File: src/rtl/dbdac_pkg.sv
package dbdac_pkg;
  localparam int OPC_W = 4;

  localparam logic [OPC_W-1:0] OP_WR_STAGE = 4'h0;
  localparam logic [OPC_W-1:0] OP_WR_BOTH  = 4'h1;
  localparam logic [OPC_W-1:0] OP_LOAD     = 4'h2;
  localparam logic [OPC_W-1:0] OP_WR_SETUP = 4'h4;
  localparam logic [OPC_W-1:0] OP_RD_LIVE  = 4'h8;
  localparam logic [OPC_W-1:0] OP_RD_STAGE = 4'h9;
  localparam logic [OPC_W-1:0] OP_RD_SETUP = 4'hA;

  localparam int SETUP_W   = 3;
  localparam int SU_PD_EN  = 0;
  localparam int SU_PD_PULL = 1;
  localparam int SU_CLR_MID = 2;

  typedef struct packed {
    logic wr_stage;
    logic wr_both;
    logic load;
    logic wr_setup;
    logic rd_live;
    logic rd_stage;
    logic rd_setup;
  } dec_t;
endpackage

File: src/rtl/dbdac_pin_sync.sv
module dbdac_pin_sync #(
  parameter int WIDTH  = 2,
  parameter int STAGES = 2
) (
  input  logic             clk,
  input  logic             rst,
  input  logic [WIDTH-1:0] pin_raw,
  output logic [WIDTH-1:0] pin_sync
);
  logic [WIDTH-1:0] chain [STAGES];

  generate
    for (genvar s = 0; s < STAGES; s++) begin : g_stage
      if (s == 0) begin : g_first
        always_ff @(posedge clk) begin
          if (rst) chain[s] <= '1;
          else     chain[s] <= pin_raw;
        end
      end else begin : g_next
        always_ff @(posedge clk) begin
          if (rst) chain[s] <= '1;
          else     chain[s] <= chain[s-1];
        end
      end
    end
  endgenerate

  assign pin_sync = chain[STAGES-1];
endmodule

File: src/rtl/dbdac_cmd_decode.sv
module dbdac_cmd_decode
  import dbdac_pkg::*;
#(
  parameter int CH_W     = 3,
  parameter int VALID_CH = 0
) (
  input  logic             strobe,
  input  logic [OPC_W-1:0] opcode,
  input  logic [CH_W-1:0]  channel,
  output dec_t             dec
);
  localparam logic [CH_W-1:0] CH_OK = CH_W'(VALID_CH);

  logic hit;
  assign hit = strobe && (channel == CH_OK);

  always_comb begin
    dec = '0;
    if (hit) begin
      unique case (opcode)
        OP_WR_STAGE: dec.wr_stage = 1'b1;
        OP_WR_BOTH:  dec.wr_both  = 1'b1;
        OP_LOAD:     dec.load     = 1'b1;
        OP_WR_SETUP: dec.wr_setup = 1'b1;
        OP_RD_LIVE:  dec.rd_live  = 1'b1;
        OP_RD_STAGE: dec.rd_stage = 1'b1;
        OP_RD_SETUP: dec.rd_setup = 1'b1;
        default:     dec = '0;
      endcase
    end
  end
endmodule

File: src/rtl/dbdac_reg_bank.sv
module dbdac_reg_bank
  import dbdac_pkg::*;
#(
  parameter int CODE_W = 16
) (
  input  logic               clk,
  input  logic               rst,
  input  logic               pwrup_mid,
  input  dec_t               dec,
  input  logic [CODE_W-1:0]  data,
  input  logic               ld_act,
  input  logic               clr_act,
  output logic [CODE_W-1:0]  stage_q,
  output logic [CODE_W-1:0]  live_q,
  output logic [SETUP_W-1:0] setup_q
);
  localparam logic [CODE_W-1:0] MID  = CODE_W'(1) << (CODE_W-1);
  localparam logic [CODE_W-1:0] ZERO = '0;

  logic [CODE_W-1:0]  stage_d;
  logic [CODE_W-1:0]  live_d;
  logic [SETUP_W-1:0] setup_d;
  logic [CODE_W-1:0]  clr_val;

  assign clr_val = setup_q[SU_CLR_MID] ? MID : ZERO;

  always_comb begin
    stage_d = stage_q;
    live_d  = live_q;
    setup_d = setup_q;
    if (dec.wr_stage || dec.wr_both) stage_d = data;
    if (dec.wr_both)                 live_d  = data;
    if (dec.load)                    live_d  = stage_q;
    if (dec.wr_setup)                setup_d = data[SETUP_W-1:0];
    // level load passes the same-cycle write straight through
    if (ld_act)                      live_d  = stage_d;
    // clear wins over every other source
    if (clr_act) begin
      stage_d = clr_val;
      live_d  = clr_val;
    end
  end

  always_ff @(posedge clk) begin
    if (rst) begin
      stage_q <= pwrup_mid ? MID : ZERO;
      live_q  <= pwrup_mid ? MID : ZERO;
      setup_q <= '0;
    end else begin
      stage_q <= stage_d;
      live_q  <= live_d;
      setup_q <= setup_d;
    end
  end
endmodule

File: src/rtl/dbdac_out_stage.sv
module dbdac_out_stage
  import dbdac_pkg::*;
#(
  parameter int CODE_W = 16,
  parameter int CMD_W  = 8
) (
  input  logic                    clk,
  input  logic                    rst,
  input  dec_t                    dec,
  input  logic [CMD_W-1:0]        cmd_byte,
  input  logic [CODE_W-1:0]       stage_q,
  input  logic [CODE_W-1:0]       live_q,
  input  logic [SETUP_W-1:0]      setup_q,
  output logic                    amp_en,
  output logic                    pulldown_en,
  output logic                    rd_valid,
  output logic [CMD_W+CODE_W-1:0] rd_word
);
  logic [CODE_W-1:0] rd_sel;
  logic              rd_any;

  assign rd_any = dec.rd_live | dec.rd_stage | dec.rd_setup;

  always_comb begin
    rd_sel = '0;
    if (dec.rd_live)  rd_sel = live_q;
    if (dec.rd_stage) rd_sel = stage_q;
    if (dec.rd_setup) rd_sel = CODE_W'(setup_q);
  end

  always_ff @(posedge clk) begin
    if (rst) begin
      amp_en      <= 1'b1;
      pulldown_en <= 1'b0;
      rd_valid    <= 1'b0;
      rd_word     <= '0;
    end else begin
      amp_en      <= ~setup_q[SU_PD_EN];
      pulldown_en <= setup_q[SU_PD_EN] & setup_q[SU_PD_PULL];
      rd_valid    <= rd_any;
      if (rd_any) rd_word <= {cmd_byte, rd_sel};
    end
  end
endmodule

File: src/rtl/dbuf_dac_regctl.sv
module dbuf_dac_regctl
  import dbdac_pkg::*;
#(
  parameter int CODE_W      = 16,
  parameter int CH_W        = 3,
  parameter int VALID_CH    = 0,
  parameter int SYNC_STAGES = 2,
  localparam int CMD_W      = OPC_W + 1 + CH_W,
  localparam int WORD_W     = CMD_W + CODE_W
) (
  input  logic              clk,
  input  logic              rst,
  input  logic              pwrup_mid,
  input  logic              load_n,
  input  logic              clear_n,
  input  logic              cmd_valid,
  input  logic [WORD_W-1:0] cmd_word,
  output logic [CODE_W-1:0] active_code,
  output logic              amp_en,
  output logic              pulldown_en,
  output logic              rd_valid,
  output logic [WORD_W-1:0] rd_word
);
  logic [CMD_W-1:0]   cmd_byte;
  logic [OPC_W-1:0]   opcode;
  logic [CH_W-1:0]    channel;
  logic [CODE_W-1:0]  data;
  logic [1:0]         pins_sync;
  logic               ld_act;
  logic               clr_act;
  dec_t               dec;
  logic [CODE_W-1:0]  stage_q;
  logic [CODE_W-1:0]  live_q;
  logic [SETUP_W-1:0] cfg_q;

  assign cmd_byte = cmd_word[WORD_W-1 -: CMD_W];
  assign opcode   = cmd_byte[CMD_W-1 -: OPC_W];
  assign channel  = cmd_byte[CH_W-1:0];
  assign data     = cmd_word[CODE_W-1:0];

  dbdac_pin_sync #(.WIDTH(2), .STAGES(SYNC_STAGES)) u_sync (
    .clk      (clk),
    .rst      (rst),
    .pin_raw  ({clear_n, load_n}),
    .pin_sync (pins_sync)
  );

  assign ld_act  = ~pins_sync[0];
  assign clr_act = ~pins_sync[1];

  dbdac_cmd_decode #(.CH_W(CH_W), .VALID_CH(VALID_CH)) u_dec (
    .strobe  (cmd_valid),
    .opcode  (opcode),
    .channel (channel),
    .dec     (dec)
  );

  dbdac_reg_bank #(.CODE_W(CODE_W)) u_regs (
    .clk       (clk),
    .rst       (rst),
    .pwrup_mid (pwrup_mid),
    .dec       (dec),
    .data      (data),
    .ld_act    (ld_act),
    .clr_act   (clr_act),
    .stage_q   (stage_q),
    .live_q    (live_q),
    .setup_q   (cfg_q)
  );

  dbdac_out_stage #(.CODE_W(CODE_W), .CMD_W(CMD_W)) u_out (
    .clk         (clk),
    .rst         (rst),
    .dec         (dec),
    .cmd_byte    (cmd_byte),
    .stage_q     (stage_q),
    .live_q      (live_q),
    .setup_q     (cfg_q),
    .amp_en      (amp_en),
    .pulldown_en (pulldown_en),
    .rd_valid    (rd_valid),
    .rd_word     (rd_word)
  );

  assign active_code = live_q;
endmodule

File: config.mk
export PLATFORM = sky130hd
export DESIGN_NAME = dbuf_dac_regctl
export DESIGN_NICKNAME = d
export VERILOG_FILES = /design/src/rtl/dbdac_pkg.sv /design/src/rtl/dbdac_pin_sync.sv /design/src/rtl/dbdac_cmd_decode.sv /design/src/rtl/dbdac_reg_bank.sv /design/src/rtl/dbdac_out_stage.sv /design/src/rtl/dbuf_dac_regctl.sv
export SDC_FILE = /design/constraint.sdc
export NUM_CORES = 1
export LEC_CHECK = 0
export ABC_AREA = 1
export CELL_PAD_IN_SITES_DETAIL_PLACEMENT = 0
export CELL_PAD_IN_SITES_GLOBAL_PLACEMENT = 2
export CORE_UTILIZATION = 28
export CTS_CLUSTER_SIZE = 16
export DETAILED_ROUTE_END_ITERATION = 16
export PLACE_DENSITY_LB_ADDON = 0.1
export SYNTH_ARGS = -nofsm -noshare
export SYNTH_HDL_FRONTEND = slang
export SYNTH_SLANG_ARGS = --single-unit
File: constraint.sdc
create_clock -name clk -period 3.3 [get_ports clk]
set_clock_uncertainty 0.05 [all_clocks]
set_input_delay 0.66 -clock clk [delete_from_list [all_inputs] [get_ports clk]]
set_output_delay 0.66 -clock clk [all_outputs]
set_load 0.005 [all_outputs]
======== Yosys cells after proc, flatten, opt, wreduce, memory -nomap -nowiden ========
Memories as Yosys holds them, arrays and structs flattened.
Index checks and enable logic that the tools add are counted.
storage, ports and cells
  RAM bits ................................ 4
  memories kept ........................... 1
  input bits .............................. 30
  output and inout bits ................... 43
  logic and storage cells ................. 51
  flip-flop bits (word level) ............. 62
memory list
  memory        depth  bits a word  rd ports  clocked after memory_dff  write ports  RTL line              text
  u_sync.chain  2      2            2         0                         2            dbdac_pin_sync.sv:10  logic [WIDTH-1:0] chain [STAGES];
operators by class
  bitwise gates (word level) .............. 6
  eq/ne operators ......................... 7
  reduce and logical (&&, ||, !) cells .... 4
  muxes and demuxes ....................... 26
operator list
  cell                                                    count
  2-to-1 mux 16 bit                                       13
  equality test 4 bit (second input constant)             3
  2-to-1 mux 1 bit                                        10
  2-to-1 mux 7 bit                                        1
  inequality test 5 x 3 -> 1 bit (second input constant)  1
  equality test 4 x 1 -> 1 bit (second input constant)    1
  equality test 4 x 2 -> 1 bit (second input constant)    1
  equality test 4 x 3 -> 1 bit (second input constant)    1
  logical NOT 4 bit                                       1
  2-to-1 mux 2 bit                                        2
  OR 1 bit                                                4
  logical NOT 3 bit                                       1
  bitwise AND 1 bit                                       1
  logical AND 1 bit                                       1
  logical OR 1 bit                                        1
  NOT 1 bit                                               1

======== Logic depth before layout (Yosys ltp) ========
Gate-level depths: netlist of run 1.
  depth in word-level cells ............... 8
  gate-level depth with buffers ........... 12
  mapped depth without buffers ............ 10

======== Hierarchy ========
Synthesis of run 1 repeated with hierarchy kept, for this count alone.
second synthesis, totals
  cell total of the unflattened synthesis .. 428
  area total of the unflattened synthesis .. 3,155.5 µm²
by module, submodules not included
  module            sequential area each (µm²)  cells each  instances  area an instance (µm²)
  dbdac_reg_bank    860.8                       211         1          1,700.4
  dbdac_out_stage   540.5                       174         1          1,221.2
  dbdac_pin_sync    80.1                        13          1          116.4
  dbdac_cmd_decode  0.0                         28          1          110.1
  dbuf_dac_regctl   0.0                         2           1          7.5

======== Least setup slack after synthesis of run 1 ========
Ideal clock, no wire load.
  path kind ............................... input to register
  start point ............................. input cmd_word[22]
  end point ............................... register u_regs.live_q[0], enable pin
  path buffers ............................ 2
  path slack .............................. 748 ps
  required time ........................... 2,856 ps
  library setup time ...................... 394 ps
  cell stages on the path ................. 7
  arrival time ............................ 2,107 ps
  cells stage by stage .................... inv_2 > nand2_4 > nor2_4 > nand2_1 > buf_6 > buf_6 > o211ai_1
on the way
  word-level cells in the longest chain between the ends .. 4
  elaborated cells between the ends (all ways) .. 6
  classes of those cells .................. eq/ne: 3; mux: 3
ends and longest elaborated chain
  element                                                                       RTL line                text
  from (decl)                                                                   dbuf_dac_regctl.sv:17   input logic [WORD_W-1:0] cmd_word,
  equality test 4 x 2 -> 1 bit or equality test 4 x 1 -> 1 bit (tied branches)  dbdac_cmd_decode.sv:20  unique case (opcode)
  2-to-1 mux 1 bit                                                              dbdac_cmd_decode.sv:20
  2-to-1 mux 7 bit (*)                                                          dbdac_cmd_decode.sv:19  if (hit) begin
  inequality test 5 x 3 -> 1 bit (no source line) (*)                           n/a
  to (signal assigned)                                                          dbdac_reg_bank.sv:47    live_q <= pwrup_mid ? MID : ZERO;
  to (signal assigned)                                                          dbdac_reg_bank.sv:51    live_q <= live_d;
  to (decl)                                                                     dbdac_reg_bank.sv:14    output logic [CODE_W-1:0] live_q,
Mark *: on every way between the ends. The rest lies on a longest branch, timed or not.
A chain may end at the register's enable or synchronous reset.

======== Worst setup path after layout of run 1 ========
  start point ............................. input rst
  end point ............................... register u_regs.live_q[3], enable pin
on the way
  word-level cells in the longest chain between the ends .. 1
ends and longest elaborated chain
  element                                          RTL line               text
  from (decl)                                      dbuf_dac_regctl.sv:12  input logic rst,
  inequality test 5 x 3 -> 1 bit (no source line)  n/a
No other way between the ends.

==> impl_metrics.py, run 1 <==
metrics = {
    "sta": {
        "peak_freq_ghz": 0.426,
        "tns_setup_ns": 0,
        "setup_ws_ns": 0.951,
        "period_share_pct": 71.2,
        "timing_worst_slew_pin_value_ns": 0.752,
        "slew_violations": 0,
        "slew-limit-headroom_pct": 49.8,
        "finalHoldViolations": 0,
        "timing.final.crit_period_ns": 2.35,
        "grt_setup_unrepaired": "false",
        "hold_slack_ns": 0.368,
        "finalSetupViolations": 0,
    },
    "cts": {
        "tritoncts": "yes",
        "cts_htree_levels": 3,
        "cts_sinks": 66,
        "cts-root-buf": "sky130_fd_sc_hd__clkbuf_8",
        "numCtsBuffers": 9,
        "postCtsSetupRepairBufs": 0,
        "max-clock-path-buffers": 2,
        "cts-hold-fix-buffers": 0,
        "cts_resized": 0,
        "path_clk_slew_ns": 0.08,
        "clkLatencyLatePin_ns": 0.34,
    },
    "pwr": {
        "power.share.clock_pct": 39.4,
        "powerDensity_nw_per_um2": 422,
        "power.switching_fraction_pct": 25.0,
        "p_comb_share_pct": 9.9,
        "internal_power_mw": 1.29,
        "power_frac_seq_pct": 50.7,
        "p_sw_uw": 430,
        "p_leak_nw": 1.64,
        "irDropWorstVdd_uv": 183,
    },
    "detailed_routing": {
        "drt-pass1-iter-count": 7,
        "drt_iter0_drc": 119,
        "drt-wirelength-per-cell_um": 13.8,
        "dr_total_vias": 2687,
        "number_of_design_rule_violations_left_after_detail_routing": 0,
        "drt_wl_total_um": 8400,
        "drt.antenna.violating_nets": 0,
        "via_per_inst": 4.40,
    },
    "critical_path": {
        "worst_path_max_delay_cell": "sky130_fd_sc_hd__nor2_2",
        "worstPathBufferInverterCount": 3,
        "worst_path_dominant_cell_family": "buffers and inverters",
        "critical_setup_path_kind": "primary input to flop",
        "critPathMaxStageDelay_ns": 0.57,
        "data_required_time_at_the_worst_endpoint_ns": 3.34,
        "critPathMaxFanout": 16,
        "worstSetupStartpointType": "primary input",
        "arrival_time_of_data_at_the_critical_path_endpoint_ns": 2.38,
        "crit_chain": "clkdlybuf4s50_1 -> nor2_1 -> inv_2 -> nor2_2 -> o211ai_1 -> buf_4",
        "setup.worst_path.end_class": "flop",
    },
    "layout": {
        "share_of_post_route_cells_with_drive_strength_above_1_pct": 13.5,
        "final_nets": 499,
        "diodes": 0,
        "areaGrowthSynthToFinish_pct": 33.7,
        "finalInstanceArea_um2": 4080,
        "n_fill_cell": 1106,
    },
    "synth": {
        "yosys_register_bits": 66,
        "synth_ff_type": "sky130_fd_sc_hd__dfxtp_1",
        "synthDominantCellAreaShare_pct": 32.8,
        "synth_enable_flop_cells": 16,
        "syn_avg_cell_area_um2": 7.70,
        "yosys-top-cells-count": "sky130_fd_sc_hd__nand2_1 (124), sky130_fd_sc_hd__dfxtp_1 (50), sky130_fd_sc_hd__nor2_1 (37)",
        "cells_after_synth": 396,
        "synthesis.area_um2": 3050,
        "synth_area_leaders": "sky130_fd_sc_hd__dfxtp_1 (33%), sky130_fd_sc_hd__edfxtp_1 (16%), sky130_fd_sc_hd__nand2_1 (15%), sky130_fd_sc_hd__nand3_1 (5.1%), sky130_fd_sc_hd__nor2_1 (4.6%)",
        "yosys_warnings": 0,
        "asyncSetResetFlopFracSynth_pct": 0,
        "ys_seq_area_share_pct": 48.6,
        "synthMostInstantiatedCell": "sky130_fd_sc_hd__nand2_1",
        "synth.net_count": 426,
        "synth_cell_types": 27,
        "synthDominantAreaCellType": "sky130_fd_sc_hd__dfxtp_1",
    },
    "place": {
        "placed_area_um2": 3880,
        "hpwlAfterDp_um": 6140,
        "place.gp.congestion": 0.742,
        "place_worst_setup_slack_ns": 0.597,
        "placement.io_buffers": 72,
    },
    "worst_hold_path": {
        "hold_path.class": "flop to flop",
    },
    "die": {
        "initial_core_util_pct": 29.3,
        "fp.coreArea_um2": 10400,
        "placement_rows": 37,
        "die_area_um2": 11300,
        "die_span_x_um": 106,
        "top_level_ports": 73,
        "die-height_um": 106,
    },
    "run": {
        "maxCapViolations": 0,
    },
    "grt": {
        "grtUsageTotal_pct": 15.6,
        "largest_net_degree_at_the_start_of_global_routing": 31,
        "first_global_vias": 2504,
        "gr-total-overflow": 0,
        "antenna_found_initial": 0,
        "first_pass_grt_wire_length_um": 13200,
    },
    "status": {
        "outcome": "complete, no violations",
    },
}
-- registers in the layout, summed over array words and instances (netlist names) --
name / count
u_regs.stage_q: 16
u_regs.setup_q: 3
u_regs.live_q: 16
u_out.pulldown_en: 1
u_out.rd_valid: 1
u_out.rd_word: 24
u_sync.chain: 4
u_out.amp_en: 1
-- final timing paths --
path / from / endpoint / slack [ns] / cells after the start
hold reg to reg: u_sync.chain[0][1]$_SDFF_PP1_ / u_sync.chain[1][1]$_SDFF_PP1_ / 0.37 / 1
setup / recovery: rst / u_regs.live_q[3]$_SDFFCE_PP0P_ / 0.95 / 6
hold / removal: u_sync.chain[0][1]$_SDFF_PP1_ / u_sync.chain[1][1]$_SDFF_PP1_ / 0.37 / 1
setup reg to reg: u_sync.chain[1][1]$_SDFF_PP1_ / u_regs.live_q[3]$_SDFFCE_PP0P_ / 1.26 / 6
-- cells by family after synthesis --
group	synth area share, %
compound gates	9.93
buf+inv	9.24
flops	48.6
simple gates	32.2
-- layout by cell type (no fill, tap or decap), drive strengths merged, types with 2 or more instances in the layout --
master         count
clkbuf             9
buf                9
inv               42
clkinv             5
edfxtp            16
nand2            130
nand3             31
a21oi             13
or2                4
dfxtp             50
nor2              49
nand3b             2
a31oi             11
clkdlybuf4s50     72
o21ai             18
o21a               7
nor3               3
-- worst register-to-register path: cells and delay by family (launching register included) --
family                 cells  cell delay (ns)
buffers and inverters      3             0.39
AOI/OAI and AO/OA          1             0.24
and+or+nand+nor            2             0.70
DFF                        1             0.40
-- per-stage QoR --
| step | utilization, % | total power [mW] | cells |
|---|---|---|---|
| CTS | 39.1 | 1.75 | 610 |
| global route | 39.1 | 1.81 | 610 |
| finish | 39.1 | 1.72 | 610 |
| global placement | 37.3 | 1.07 | 594 |
| detailed placement | 37.3 | 1.06 | 594 |
| floorplan | - | 0.957 | 396 |
-- layer usage --
| layer | track usage (%) | share of wire [%] | vias up |
|---|---|---|---|
| li1 | - | - | 1401 |
| met1 | 21.8 | 49 | 1208 |
| met2 | 23.5 | 44 | 72 |
| met3 | 3.43 | 6.1 | 6 |
| met4 | 5.65 | 0.77 | 0 |
| met5 | 0 | 0 | - |
-- power by group through the flow --
stage	registers [mW]	logic, mW	clock network [mW]
after floorplan	0.887	0.0707	0
after global placement	0.894	0.172	0
after detailed placement	0.892	0.173	0
after CTS	0.873	0.174	0.707
after global routing	0.875	0.188	0.744
final	0.873	0.170	0.677
-- cell type report --
class                      instances  area, um^2  area share [%]
inverter                          42         158            3.87
clock inverter                     7        68.8            1.69
timing repair buffer              81         788            19.3
multi-input combinational        269        1280            31.5
clock buffer                       9         124            3.04
tap                              136         170            4.18
sequential                        66        1480            36.4
Note: power is estimated with default switching activity, not from simulation.
==> inputs of run 2 (changes only) <==
- clock period: 3.3 -> 2.2 ns (I/O delays scaled with it)
==> impl_metrics.py, run 2 (synthesis gave the netlist of run 1 again) <==
metrics = {
    "status": {
        "outcome": "complete, no violations",
    },
    "layout": {
        "areaGrowthSynthToFinish_pct": 41.9,
        "most_common_cell_after_layout_fill_and_taps_aside": "sky130_fd_sc_hd__nand2_1",
        "post_route_non_filler_standard_cell_count": 630,
        "diodes": 0,
        "layout_common_cells": "sky130_fd_sc_hd__nand2_1 (122), sky130_fd_sc_hd__clkdlybuf4s50_1 (72), sky130_fd_sc_hd__dfxtp_1 (50)",
        "largest_registers": "u_out.rd_word: 24 flops, u_regs.live_q: 16 flops, u_regs.stage_q: 16 flops",
        "register_area_um2": 1480,
        "final_nets": 519,
        "share_of_post_route_cells_with_drive_strength_above_1_pct": 17.6,
        "largest-register": "u_out.rd_word",
        "n_fill_cell": 1068,
        "multi_input_comb_area_um2": 1300,
        "largest_register_ff_count": 24,
    },
    "worst_hold_path": {
        "min-delay-start": "u_sync.chain[0][0]$_SDFF_PP1_",
        "hold_path.class": "flop to flop",
    },
    "place": {
        "placed_instance_count": 614,
        "place_worst_setup_slack_ns": -0.0457,
        "hpwlAfterDp_um": 6380,
        "place.gp.congestion": 0.776,
        "placement.io_buffers": 72,
    },
    "pwr": {
        "powerDensity_nw_per_um2": 608,
        "irDropWorstVdd_uv": 315,
        "p_leak_nw": 1.77,
    },
    "detailed_routing": {
        "drt_wl_total_um": 8600,
        "drt-pass1-iter-count": 4,
        "number_of_design_rule_violations_left_after_detail_routing": 0,
        "via_per_inst": 4.32,
        "drt_iter0_drc": 131,
        "dr_total_vias": 2721,
        "drt-wirelength-per-cell_um": 13.6,
        "drt.antenna.violating_nets": 0,
    },
    "critical_path": {
        "worst_path_dominant_cell_family": "buffers and inverters",
        "setup.worst_path.end_class": "flop",
        "critical_setup_path_kind": "primary input to flop",
        "critPathMaxFanout": 3,
        "data_required_time_at_the_worst_endpoint_ns": 2.43,
        "crit-reg2reg-launch": "u_sync.chain[1][1]$_SDFF_PP1_",
        "worst_path_max_delay_cell": "sky130_fd_sc_hd__clkdlybuf4s50_1",
        "worstSetupStartpointType": "primary input",
        "arrival_time_of_data_at_the_critical_path_endpoint_ns": 2.10,
        "critPathMaxStageDelay_ns": 0.54,
        "crit_chain": "clkdlybuf4s50_1 -> inv_12 -> nand2_1 -> nor2_1 -> nand2_2 -> buf_4 -> o21ai_0 -> buf_4 -> a21oi_1 -> nor2_1",
        "critPathLaunch": "cmd_word[22]",
        "worstPathBufferInverterCount": 4,
    },
    "sta": {
        "period_share_pct": 84.9,
        "finalSetupViolations": 0,
        "grt_setup_unrepaired": "false",
        "slew_violations": 0,
        "peak_freq_ghz": 0.535,
        "slew-limit-headroom_pct": 79.5,
        "finalHoldViolations": 0,
        "timing.final.crit_period_ns": 1.87,
        "setup_ws_ns": 0.331,
        "timing_worst_slew_pin_value_ns": 0.307,
        "hold_slack_ns": 0.365,
    },
    "cts": {
        "path_clk_slew_ns": 0.08,
        "postCtsSetupRepairBufs": 0,
        "tritoncts": "yes",
        "cts_resized": 0,
        "cts_htree_levels": 3,
        "clkLatencyLatePin_ns": 0.34,
        "numCtsBuffers": 9,
        "cts-root-buf": "sky130_fd_sc_hd__clkbuf_8",
        "max-clock-path-buffers": 2,
        "cts_sinks": 66,
        "cts-hold-fix-buffers": 0,
    },
    "die": {
        "die_span_x_um": 106,
        "initial_core_util_pct": 29.3,
        "die-height_um": 106,
        "die_area_um2": 11300,
        "placement_rows": 37,
        "fp.coreArea_um2": 10400,
        "top_level_ports": 73,
    },
    "grt": {
        "antenna_found_initial": 0,
        "gr-total-overflow": 0,
        "first_pass_grt_wire_length_um": 13900,
        "largest_net_degree_at_the_start_of_global_routing": 31,
        "first_global_vias": 2546,
        "grtUsageTotal_pct": 16.5,
    },
    "run": {
        "maxCapViolations": 0,
    },
}
==> run 2: cell count changes in the layout (fill, tap and decap cells not counted), moves of 2 or more <==
cell                      previous run  this run
sky130_fd_sc_hd__buf_4               9        25
sky130_fd_sc_hd__buf_12              0         4
sky130_fd_sc_hd__inv_4               0         3
sky130_fd_sc_hd__inv_1              28        26
sky130_fd_sc_hd__nand2_1           124       122
sky130_fd_sc_hd__nand2_2             5         7
==> run 2: worst reg2reg max path: cells and delay by family (launching register included) <==
kind / cells / cell delay, ns
AO/OA/AOI/OAI: 1 / 0.11
flip-flops: 1 / 0.39
AND/OR/NAND/NOR: 2 / 0.23
buffers and inverters: 3 / 0.34
==> run 2: metal layers <==
layer / global-route usage, % / part of all wire (%)
met5: 0 / 0
met4: 6.55 / 1.8
met3: 3.74 / 6.1
met2: 24.1 / 42
met1: 23.3 / 50
==> run 2: per-stage QoR <==
step                setup TNS (ns)  power [mW]  utilization (%)  instance area (um^2)
floorplan                    -1.67        1.44                -                  3100
global placement           -0.0303        1.62             39.7                  4130
detailed placement          -0.811        1.62             39.7                  4130
CTS                              0        2.66             41.5                  4330
global route                     0        2.74             41.5                  4330
finish                           0        2.63             41.5                  4330
==> run 2: report_power, final <==
part | internal [mW] | leakage, nW | total (mW) | switching (mW)
logic | 0.147 | 1.09 | 0.283 | 0.136
registers | 1.28 | 0.571 | 1.31 | 0.0261
clock network | 0.551 | 0.102 | 1.04 | 0.485
==> run 2: path summary, 6_finish.rpt <==
| path | endpoint | slack (ns) | depth (start not counted) |
|---|---|---|---|
| setup reg to reg | u_regs.live_q[8]$_SDFFCE_PP0P_ | 0.83 | 6 |
| setup / recovery | u_out.rd_word[3]$_SDFFE_PP0P_ | 0.33 | 10 |
| hold / removal | u_sync.chain[1][0]$_SDFF_PP1_ | 0.37 | 1 |
| hold reg to reg | u_sync.chain[1][0]$_SDFF_PP1_ | 0.37 | 1 |
==> run 2: layout make-up <==
cell class / instances / area share (%)
inverter: 42 / 4.37
sequential: 66 / 34.2
multi-input combinational: 269 / 30.1
tap: 136 / 3.93
clock inverter: 5 / 1.19
clock buffer: 11 / 3.27
timing repair buffer: 101 / 22.9
==> inputs of run 3 (changes only) <==
- CORE_UTILIZATION: 28 -> 25
- clock period: 2.2 -> 1.7 ns (I/O delays scaled with it)
==> impl_metrics.py, run 3 (synthesis gave the netlist of run 1 again) <==
metrics = {
    "grt": {
        "antenna_found_initial": 0,
        "first_global_vias": 2577,
        "grtUsageTotal_pct": 15.0,
        "gr-total-overflow": 0,
        "first_pass_grt_wire_length_um": 14100,
        "largest_net_degree_at_the_start_of_global_routing": 31,
    },
    "place": {
        "place.gp.congestion": 0.779,
        "placement.io_buffers": 72,
        "place_worst_setup_slack_ns": -0.436,
        "hpwlAfterDp_um": 6490,
        "placed_instance_count": 625,
    },
    "critical_path": {
        "crit_chain": "clkdlybuf4s50_1",
        "worst_path_dominant_cell_family": "buffers and inverters",
        "critPathLaunch": "u_regs.live_q[5]$_SDFFCE_PP0P_",
        "worstSetupEndpoint": "active_code[5]",
        "critPathMaxStageDelay_ns": 0.53,
        "arrival_time_of_data_at_the_critical_path_endpoint_ns": 1.27,
        "ff2ff_path_depth": 6,
        "critPathMaxFanout": 2,
        "data_required_time_at_the_worst_endpoint_ns": 1.31,
        "critical_setup_path_kind": "flop to output pin",
        "worstSetupPathDepth": 1,
        "r2r-end": "u_regs.live_q[4]$_SDFFCE_PP0P_",
        "ff2ff_setup_slack_ns": 0.31,
        "setup.worst_path.end_class": "output pin",
        "worstPathBufferInverterCount": 1,
        "worstSetupStartpointType": "flop",
        "worst_path_max_delay_cell": "sky130_fd_sc_hd__clkdlybuf4s50_1",
        "crit-reg2reg-launch": "u_sync.chain[1][1]$_SDFF_PP1_",
    },
    "layout": {
        "largest-register": "u_out.rd_word",
        "layout_common_cells": "sky130_fd_sc_hd__nand2_1 (119), sky130_fd_sc_hd__clkdlybuf4s50_1 (64), sky130_fd_sc_hd__dfxtp_1 (50)",
        "share_of_post_route_cells_with_drive_strength_above_1_pct": 19.8,
        "most_common_cell_after_layout_fill_and_taps_aside": "sky130_fd_sc_hd__nand2_1",
        "final_nets": 526,
        "largest_register_ff_count": 24,
        "areaGrowthSynthToFinish_pct": 51.0,
        "diodes": 0,
        "largest_registers": "u_out.rd_word: 24 flops, u_regs.live_q: 16 flops, u_regs.stage_q: 16 flops",
        "post_route_non_filler_standard_cell_count": 644,
    },
    "detailed_routing": {
        "via_per_inst": 4.23,
        "drt.antenna.violating_nets": 0,
        "drt_iter0_drc": 110,
        "dr_total_vias": 2723,
        "drt-wirelength-per-cell_um": 14.0,
        "drt-pass1-iter-count": 4,
        "number_of_design_rule_violations_left_after_detail_routing": 0,
        "drt_wl_total_um": 9050,
    },
    "sta": {
        "timing.final.crit_period_ns": 1.66,
        "setup_ws_ns": 0.0419,
        "slew-limit-headroom_pct": 80.0,
        "finalSetupViolations": 0,
        "slew_violations": 0,
        "finalHoldViolations": 0,
        "period_share_pct": 97.5,
        "timing_worst_slew_pin_value_ns": 0.300,
        "grt_setup_unrepaired": "false",
        "peak_freq_ghz": 0.603,
    },
    "die": {
        "top_level_ports": 73,
        "fp.coreArea_um2": 11700,
        "die_area_um2": 12600,
        "die-height_um": 112,
        "die_span_x_um": 112,
        "placement_rows": 39,
        "initial_core_util_pct": 26.1,
    },
    "status": {
        "outcome": "complete, no violations",
    },
    "cts": {
        "cts_htree_levels": 3,
        "max-clock-path-buffers": 2,
        "cts-hold-fix-buffers": 0,
        "numCtsBuffers": 9,
        "cts_sinks": 66,
        "cts-root-buf": "sky130_fd_sc_hd__clkbuf_16",
        "tritoncts": "yes",
        "path_clk_slew_ns": 0.06,
        "clkLatencyLatePin_ns": 0.33,
    },
    "run": {
        "maxCapViolations": 0,
    },
    "pwr": {
        "p_leak_nw": 1.96,
        "irDropWorstVdd_uv": 374,
        "powerDensity_nw_per_um2": 866,
    },
    "worst_hold_path": {
        "hold_path.class": "flop to flop",
        "worstHoldPathCells": 1,
    },
}
==> run 3: changes by cell type in the layout (fill, tap and decap cells not counted), sizes merged <==
cell / delta
clkdlybuf4s50: -8
buf: +6
dlymetal6s2s: +5
dlygate4sd2: +3
clkinv: +1
==> run 3: power breakdown <==
part | switching [mW] | total (mW) | internal (mW) | leakage, nW
clock | 0.722 | 1.90 | 1.18 | 0.153
combinational | 0.183 | 0.387 | 0.205 | 1.23
sequential | 0.0331 | 1.70 | 1.66 | 0.571
total | 0.938 | 3.98 | 3.05 | 1.96
==> run 3: timing repair <==
item	CTS	global route
gates resized for setup	8	7
cloned	1	1
setup buffers	1	0
endpoints found under the setup margin	48	46
pin swaps	1	3
==> run 3: layer usage <==
| layer | up-vias | track usage [%] | wire [um] |
|---|---|---|---|
| met5 | - | 0 | 0 |
| met3 | 4 | 4.37 | 298 |
| met2 | 47 | 22.6 | 4030 |
| met4 | 0 | 4.27 | 53 |
| met1 | 1218 | 20.9 | 4670 |
| li1 | 1454 | - | - |
==> run 3: area by class of cell <==
| cell class | count | area, um^2 |
|---|---|---|
| clock inverters | 6 | 63.8 |
| clock buffers | 10 | 239 |
| fillers | 1221 | 7060 |
| inverters | 42 | 189 |
| multi-input cells | 269 | 1320 |
| flip-flops and latches | 66 | 1480 |
| well taps | 143 | 179 |
| repair buffers | 108 | 1130 |
==> run 3: worst min path at each step <==
stage | from | to
2_1_floorplan | u_sync.chain[0][0]$_SDFF_PP1_ | u_sync.chain[1][0]$_SDFF_PP1_
3_3_place_gp | u_sync.chain[0][1]$_SDFF_PP1_ | u_sync.chain[1][1]$_SDFF_PP1_
5_1_grt | u_sync.chain[0][1]$_SDFF_PP1_ | u_sync.chain[1][1]$_SDFF_PP1_
4_1_cts | u_sync.chain[0][1]$_SDFF_PP1_ | u_sync.chain[1][1]$_SDFF_PP1_
3_5_place_dp | u_sync.chain[0][0]$_SDFF_PP1_ | u_sync.chain[1][0]$_SDFF_PP1_
6_report | u_sync.chain[0][1]$_SDFF_PP1_ | u_sync.chain[1][1]$_SDFF_PP1_
==> run 3: metrics by stage <==
step	utilization, %	setup TNS, ns	total power [mW]	instance area, um^2	hold slack [ns]
floorplan	-	-8.07	1.87	3100	0.339
global placement	36.1	-25.05	2.12	4210	0.350
detailed placement	36.1	-25.29	2.12	4210	0.352
CTS	39.1	0	4.05	4560	0.364
global route	39.5	0	4.16	4600	0.381
finish	39.5	0	3.98	4600	0.362
